<file path="src/rtl/rf_field_pkg.sv">
package rf_field_pkg;
  typedef enum logic [2:0] {
    SRC_HOLD = 3'd0,
    SRC_SW   = 3'd1,
    SRC_SET  = 3'd2,
    SRC_CLR  = 3'd3,
    SRC_LOAD = 3'd4,
    SRC_PCLR = 3'd5
  } rf_src_e;
endpackage

</file>
<file path="src/rtl/rf_rst_sync.sv">
module rf_rst_sync (
  input  logic clk,
  input  logic rst_n,
  output logic rst_sync_n
);
  logic [1:0] stage_q;

  always_ff @(posedge clk or negedge rst_n) begin
    if (!rst_n) begin
      stage_q <= 2'b00;
    end else begin
      stage_q <= {stage_q[0], 1'b1};
    end
  end

  assign rst_sync_n = stage_q[1];
endmodule

</file>
<file path="src/rtl/rf_sw_port.sv">
module rf_sw_port #(
  parameter bit SW_EN_LOW = 1'b0
) (
  input  logic core_rdy,
  input  logic sw_wr_stb,
  input  logic sw_wr_allow,
  input  logic sw_rd_stb,
  output logic sw_wr_ok,
  output logic rd_acc_pulse,
  output logic wr_mod_pulse
);
  logic allow_act;

  generate
    if (SW_EN_LOW) begin : g_allow_low
      assign allow_act = ~sw_wr_allow;
    end else begin : g_allow_high
      assign allow_act = sw_wr_allow;
    end
  endgenerate

  always_comb begin
    sw_wr_ok     = core_rdy & sw_wr_stb & allow_act;
    rd_acc_pulse = core_rdy & sw_rd_stb;
    wr_mod_pulse = sw_wr_ok;
  end
endmodule

</file>
<file path="src/rtl/rf_hw_port.sv">
module rf_hw_port #(
  parameter int unsigned WIDTH       = 8,
  parameter bit          HW_LD_LOW   = 1'b0,
  parameter bit          SEL_IS_MASK = 1'b0
) (
  input  logic             core_rdy,
  input  logic             hw_load,
  input  logic             hw_set,
  input  logic             hw_clr,
  input  logic [WIDTH-1:0] hw_bitsel,
  output logic             ld_ok,
  output logic             set_ok,
  output logic             clr_ok,
  output logic [WIDTH-1:0] upd_bits
);
  logic ld_act;

  generate
    if (HW_LD_LOW) begin : g_ld_low
      assign ld_act = ~hw_load;
    end else begin : g_ld_high
      assign ld_act = hw_load;
    end

    for (genvar b = 0; b < WIDTH; b++) begin : g_sel
      if (SEL_IS_MASK) begin : g_mask
        assign upd_bits[b] = ~hw_bitsel[b];
      end else begin : g_enable
        assign upd_bits[b] = hw_bitsel[b];
      end
    end
  endgenerate

  always_comb begin
    ld_ok  = core_rdy & ld_act;
    set_ok = core_rdy & hw_set;
    clr_ok = core_rdy & hw_clr;
  end
endmodule

</file>
<file path="src/rtl/rf_next_sel.sv">
module rf_next_sel
  import rf_field_pkg::*;
#(
  parameter int unsigned WIDTH      = 8,
  parameter bit          PULSE_MODE = 1'b0
) (
  input  logic             core_rdy,
  input  logic [WIDTH-1:0] cur_q,
  input  logic             sw_wr_ok,
  input  logic [WIDTH-1:0] sw_wr_data,
  input  logic             set_ok,
  input  logic             clr_ok,
  input  logic             ld_ok,
  input  logic [WIDTH-1:0] hw_data,
  input  logic [WIDTH-1:0] upd_bits,
  output logic [WIDTH-1:0] nxt_q,
  output logic             upd_en,
  output rf_src_e          src
);
  localparam logic [WIDTH-1:0] ALL_ONES  = {WIDTH{1'b1}};
  localparam logic [WIDTH-1:0] ALL_ZEROS = {WIDTH{1'b0}};

  logic [WIDTH-1:0] base_q;
  logic [WIDTH-1:0] merged_q;

  generate
    if (PULSE_MODE) begin : g_pulse_base
      assign base_q = ALL_ZEROS;
    end else begin : g_hold_base
      assign base_q = cur_q;
    end

    for (genvar b = 0; b < WIDTH; b++) begin : g_merge
      assign merged_q[b] = upd_bits[b] ? hw_data[b] : base_q[b];
    end
  endgenerate

  always_comb begin
    if (!core_rdy) begin
      src = SRC_HOLD;
    end else if (sw_wr_ok) begin
      src = SRC_SW;
    end else if (set_ok) begin
      src = SRC_SET;
    end else if (clr_ok) begin
      src = SRC_CLR;
    end else if (ld_ok) begin
      src = SRC_LOAD;
    end else if (PULSE_MODE) begin
      src = SRC_PCLR;
    end else begin
      src = SRC_HOLD;
    end
  end

  always_comb begin
    upd_en = 1'b1;
    unique case (src)
      SRC_SW:   nxt_q = sw_wr_data;
      SRC_SET:  nxt_q = ALL_ONES;
      SRC_CLR:  nxt_q = ALL_ZEROS;
      SRC_LOAD: nxt_q = merged_q;
      SRC_PCLR: nxt_q = ALL_ZEROS;
      default: begin
        nxt_q  = cur_q;
        upd_en = 1'b0;
      end
    endcase
  end
endmodule

</file>
<file path="src/rtl/rf_field_core.sv">
module rf_field_core
  import rf_field_pkg::*;
#(
  parameter int unsigned      WIDTH       = 8,
  parameter logic [WIDTH-1:0] RESET_VAL   = 8'hA5,
  parameter bit               PULSE_MODE  = 1'b0,
  parameter bit               SW_EN_LOW   = 1'b0,
  parameter bit               HW_LD_LOW   = 1'b0,
  parameter bit               SEL_IS_MASK = 1'b0
) (
  input  logic             clk,
  input  logic             rst_n,
  input  logic             sw_wr_stb,
  input  logic [WIDTH-1:0] sw_wr_data,
  input  logic             sw_wr_allow,
  input  logic             sw_rd_stb,
  input  logic [WIDTH-1:0] hw_data,
  input  logic             hw_load,
  input  logic             hw_set,
  input  logic             hw_clr,
  input  logic [WIDTH-1:0] hw_bitsel,
  output logic [WIDTH-1:0] field_q,
  output logic             rd_acc_pulse,
  output logic             wr_mod_pulse,
  output logic             red_and,
  output logic             red_or,
  output logic             red_xor
);
  logic             core_rdy;
  logic             sw_wr_ok;
  logic             ld_ok;
  logic             set_ok;
  logic             clr_ok;
  logic [WIDTH-1:0] upd_bits;
  logic [WIDTH-1:0] nxt_q;
  logic             upd_en;
  rf_src_e          src;
  logic [WIDTH-1:0] store_q;

  rf_rst_sync u_rst_sync (
    .clk        (clk),
    .rst_n      (rst_n),
    .rst_sync_n (core_rdy)
  );

  rf_sw_port #(
    .SW_EN_LOW (SW_EN_LOW)
  ) u_sw_port (
    .core_rdy     (core_rdy),
    .sw_wr_stb    (sw_wr_stb),
    .sw_wr_allow  (sw_wr_allow),
    .sw_rd_stb    (sw_rd_stb),
    .sw_wr_ok     (sw_wr_ok),
    .rd_acc_pulse (rd_acc_pulse),
    .wr_mod_pulse (wr_mod_pulse)
  );

  rf_hw_port #(
    .WIDTH       (WIDTH),
    .HW_LD_LOW   (HW_LD_LOW),
    .SEL_IS_MASK (SEL_IS_MASK)
  ) u_hw_port (
    .core_rdy  (core_rdy),
    .hw_load   (hw_load),
    .hw_set    (hw_set),
    .hw_clr    (hw_clr),
    .hw_bitsel (hw_bitsel),
    .ld_ok     (ld_ok),
    .set_ok    (set_ok),
    .clr_ok    (clr_ok),
    .upd_bits  (upd_bits)
  );

  rf_next_sel #(
    .WIDTH      (WIDTH),
    .PULSE_MODE (PULSE_MODE)
  ) u_next_sel (
    .core_rdy   (core_rdy),
    .cur_q      (store_q),
    .sw_wr_ok   (sw_wr_ok),
    .sw_wr_data (sw_wr_data),
    .set_ok     (set_ok),
    .clr_ok     (clr_ok),
    .ld_ok      (ld_ok),
    .hw_data    (hw_data),
    .upd_bits   (upd_bits),
    .nxt_q      (nxt_q),
    .upd_en     (upd_en),
    .src        (src)
  );

  always_ff @(posedge clk or negedge core_rdy) begin
    if (!core_rdy) begin
      store_q <= RESET_VAL;
    end else if (upd_en) begin
      store_q <= nxt_q;
    end
  end

  always_comb begin
    field_q = store_q;
    red_and = &store_q;
    red_or  = |store_q;
    red_xor = ^store_q;
  end
endmodule

</file>
<file path="config.mk">
export PLATFORM = sky130hd
export DESIGN_NAME = rf_field_core
export DESIGN_NICKNAME = d
export VERILOG_FILES = /design/src/rtl/rf_field_pkg.sv /design/src/rtl/rf_rst_sync.sv /design/src/rtl/rf_sw_port.sv /design/src/rtl/rf_hw_port.sv /design/src/rtl/rf_next_sel.sv /design/src/rtl/rf_field_core.sv
export SDC_FILE = /design/constraint.sdc
export NUM_CORES = 1
export LEC_CHECK = 0
export BUFFER_PORTS_ARGS = -buffer_cell sky130_fd_sc_hd__buf_2
export CELL_PAD_IN_SITES_DETAIL_PLACEMENT = 1
export CELL_PAD_IN_SITES_GLOBAL_PLACEMENT = 2
export CORE_MARGIN = 5
export CORE_UTILIZATION = 25
export DETAILED_ROUTE_END_ITERATION = 7
export GPL_TIMING_DRIVEN = 0
export PLACE_DENSITY = 0.89
export SLEW_MARGIN = 20
export SYNTH_ARGS = -nofsm -noshare
export SYNTH_HDL_FRONTEND = slang
export SYNTH_SLANG_ARGS = --single-unit
</file>
<file path="constraint.sdc">
create_clock -name clk -period 1.88 [get_ports clk]
set_input_delay 0.188 -clock clk [delete_from_list [all_inputs] [get_ports clk]]
set_output_delay 0.188 -clock clk [all_outputs]
set_load 0.1 [all_outputs]
</file>
==> impl_metrics.csv <==
group,metric,value,unit
placed_design,place_congestion,0.761,
power_and_ir_drop,power,1.38,mW
yosys,async_flop_share,100,%
cells_and_area,area_growth,62.9,%
timing,worst_slew_pin_slew,652,ps
setup_path,cp.required,1690,ps
setup_path,rrSetupSlack,700,ps
grt,grt_overflow_total,0,
yosys,syn_inst,90,
run_status,status,"finished with violations",
timing,finalWorstSetupSlack,-70.4,ps
yosys,netlist_area,803,µm²
clock_tree,cts.path.max_buffers,2,
cells_and_area,antenna_cells,0,
setup_path,worstPathCellList,"inv_4, ha_4, xor2_4, xnor2_4, buf_12",
clock_tree,cts_sinks,10,
route,wire_per_inst,16.0,µm
setup_path,worstPathMaxFanout,3,
timing,fmax,513,MHz
clock_tree,cts.root.buffer_cell,"clkbuf_4",
cells_and_area,final_common_cell,"buf_2",
die,ios,45,
clock_tree,cts_max_level,1,
route,detail-route-antenna-nets,0,
route,firstDrtPassIters,4,
min_path,min_path_type,"reg2async",
timing,final-hold-violation-count,0,
cells_and_area,stdcell_count,184,
cells_and_area,final_nets,181,
timing,min_period_over_period,104,%
yosys,ys_ff_latch,10,
die,start_util,26.1,%
placed_design,portBuffers,44,
die,core_area,0.00308,mm²
grt,grt_pass1_vias,968,
timing,setup_viol_count_final,1,
cells_and_area,drive_above_1_share,61.4,%
grt,grtUsageTotal,14.3,%
placed_design,dpl.cell_count,178,
setup_path,cp-start-kind,"register",
setup_path,crit_arrival,1760,ps
power_and_ir_drop,power.internal,0.700,mW
power_and_ir_drop,switching_share,49.3,%
setup_path,crit_start,"field_q[7]$_DFFE_PN1P_",
route,vias,899,
setup_path,path_class,"reg2out",
setup_path,reg2reg_to,"field_q[0]$_DFFE_PN1P_",
power_and_ir_drop,p_per_area,1050,mW/mm²
setup_path,slowest_delay,640,ps
die,rows,20,
yosys,syn_area_per_cell,8.93,µm²
route,routed_via_density,4.89,
route,route.detailed.drc,0,
setup_path,reg2reg_depth,2,
yosys,yosysWarnings,0,
yosys,synth-edff-count,0,
placed_design,place_hpwl,2390,µm
yosys,syn-num-nets,130,
grt,grt_antenna_before_repair,0,
grt,grt_max_degree,18,
power_and_ir_drop,switchingPower,0.680,mW
route,routed_wirelength,2940,µm
yosys,synthFlopType,"dfrtp_1",
setup_path,cp-end-kind,"output port",
setup_path,reg2reg_from,"u_rst_sync.stage_q[1]$_DFF_PN0_",
grt,grt_first_pass_wirelength,4820,µm
run_status,violations,"setup timing",
power_and_ir_drop,leakage,0.567,nW
clock_tree,clkLatencyLatePin,270,ps
yosys,ys_types,25,
die,die-height,66.7,µm
timing,rsz0062_at_grt,"yes",
power_and_ir_drop,combinationalPowerShare,64.0,%
route,drt_iter0_drc,45,
clock_tree,cts_buffers,3,
timing,max_slew_margin,56.4,%
die,die_x,66.7,µm
yosys,ys_seq_area_share,31.8,%
timing,fin_crit,1950,ps
die,fp.dieArea,0.00445,mm²
run,max_cap_violations,0,
timing,skew,6.75,ps
power_and_ir_drop,pwr-share-clk,14.6,%
setup_path,crit_path_end,"red_xor",
setup_path,cp_slowest_cell,"dfstp_4",
power_and_ir_drop,pwr-share-seq,21.3,%
timing,maxSlewViolCount,0,
clock_tree,cts_tree,"done",
clock_tree,clk_pin_slew,80,ps
power_and_ir_drop,vdd_drop_max,489,µV
## cells by family after synthesis
group / share of synthesized area [%]
flip-flops: 31.8
AND/OR/NAND/NOR: 23.8
buffers and inverters: 5.14
other: 0.467
AO/OA/AOI/OAI: 23.1
adder cells (fa/ha/maj): 12.5
XOR/XNOR: 3.27
## layer usage
layer	up-vias	GRT usage, %	routed length [µm]
met1	428	16.4	1170
met3	2	4.22	194
met2	40	26.2	1570
met4	0	2.03	14
met5	-	0	0
li1	429	-	-
## flip-flops by register name (all words and copies together), names as in the netlist
| register | flops |
|---|---|
| field_q | 8 |
| u_rst_sync.stage_q | 2 |
## critical path: cells and delay by family, from the launching register on
kind,cells,cell delay (ps)
flip-flops,1,640
adder cells (fa/ha/maj),1,280
buffers and inverters,2,230
XOR/XNOR,2,330
## area by class of cell
class                      count  area, µm²
tap                           44       55.1
sequential                    10        289
clock buffer                   4       36.3
fill                         359       1770
multi-input combinational     70        616
inverter                       8       37.5
buffer                         2       12.5
timing repair buffer          46        263
## power groups by stage
stage | clock network, mW | logic [mW] | registers, mW
5_1_grt | 0.220 | 0.918 | 0.300
2_1_floorplan | 0 | 0.471 | 0.467
3_5_place_dp | 0 | 0.776 | 0.300
3_3_place_gp | 0 | 0.767 | 0.296
4_1_cts | 0.211 | 0.886 | 0.296
6_report | 0.202 | 0.884 | 0.295
## synth_stat cells, drive strengths merged, types with 2 or more instances
master | instances | area share [%]
o22ai | 8 | 6.2
and2 | 9 | 8.3
o21ai | 8 | 5.0
xnor2 | 2 | 2.2
nand3 | 8 | 5.0
inv | 8 | 3.7
a32oi | 8 | 8.7
nand2b | 8 | 6.2
ha | 8 | 12
dfrtp | 6 | 19
dfstp | 4 | 13
## how the worst min path moves through the flow
stage,cells past startpoint,endpoint
after detailed placement,1,u_rst_sync.stage_q[1]$_DFF_PN0_
after CTS,0,field_q[4]$_DFFE_PN0P_
after floorplan,0,u_rst_sync.stage_q[0]$_DFF_PN0_
after global routing,0,field_q[1]$_DFFE_PN0P_
final,0,field_q[1]$_DFFE_PN0P_
after global placement,1,u_rst_sync.stage_q[0]$_DFF_PN0_
## stage by stage
| stage | setup TNS [ps] | setup WS [ps] | util (%) | hold WS, ps | instance area, µm² |
|---|---|---|---|---|---|
| after floorplan | -230 | -156 | - | -108 | 938 |
| after global placement | -198 | -123 | 39.4 | -26.4 | 1210 |
| after detailed placement | -265 | -149 | 39.4 | -26.2 | 1210 |
| after CTS | -87.2 | -87.2 | 42.1 | 170 | 1300 |
| after global routing | -120 | -120 | 42.5 | 189 | 1310 |
| final | -70.4 | -70.4 | 42.5 | 173 | 1310 |
## repair_timing
action | 4_1_cts | 5_1_grt
hold endpoints to repair | 2 | 0
hold buffers | 1 | 0
buffers inserted | 0 | 1
pin swaps | 0 | 1
gates resized for setup | 10 | 2
endpoints found under the setup margin | 4 | 4
(Power assumes the default switching activity.)
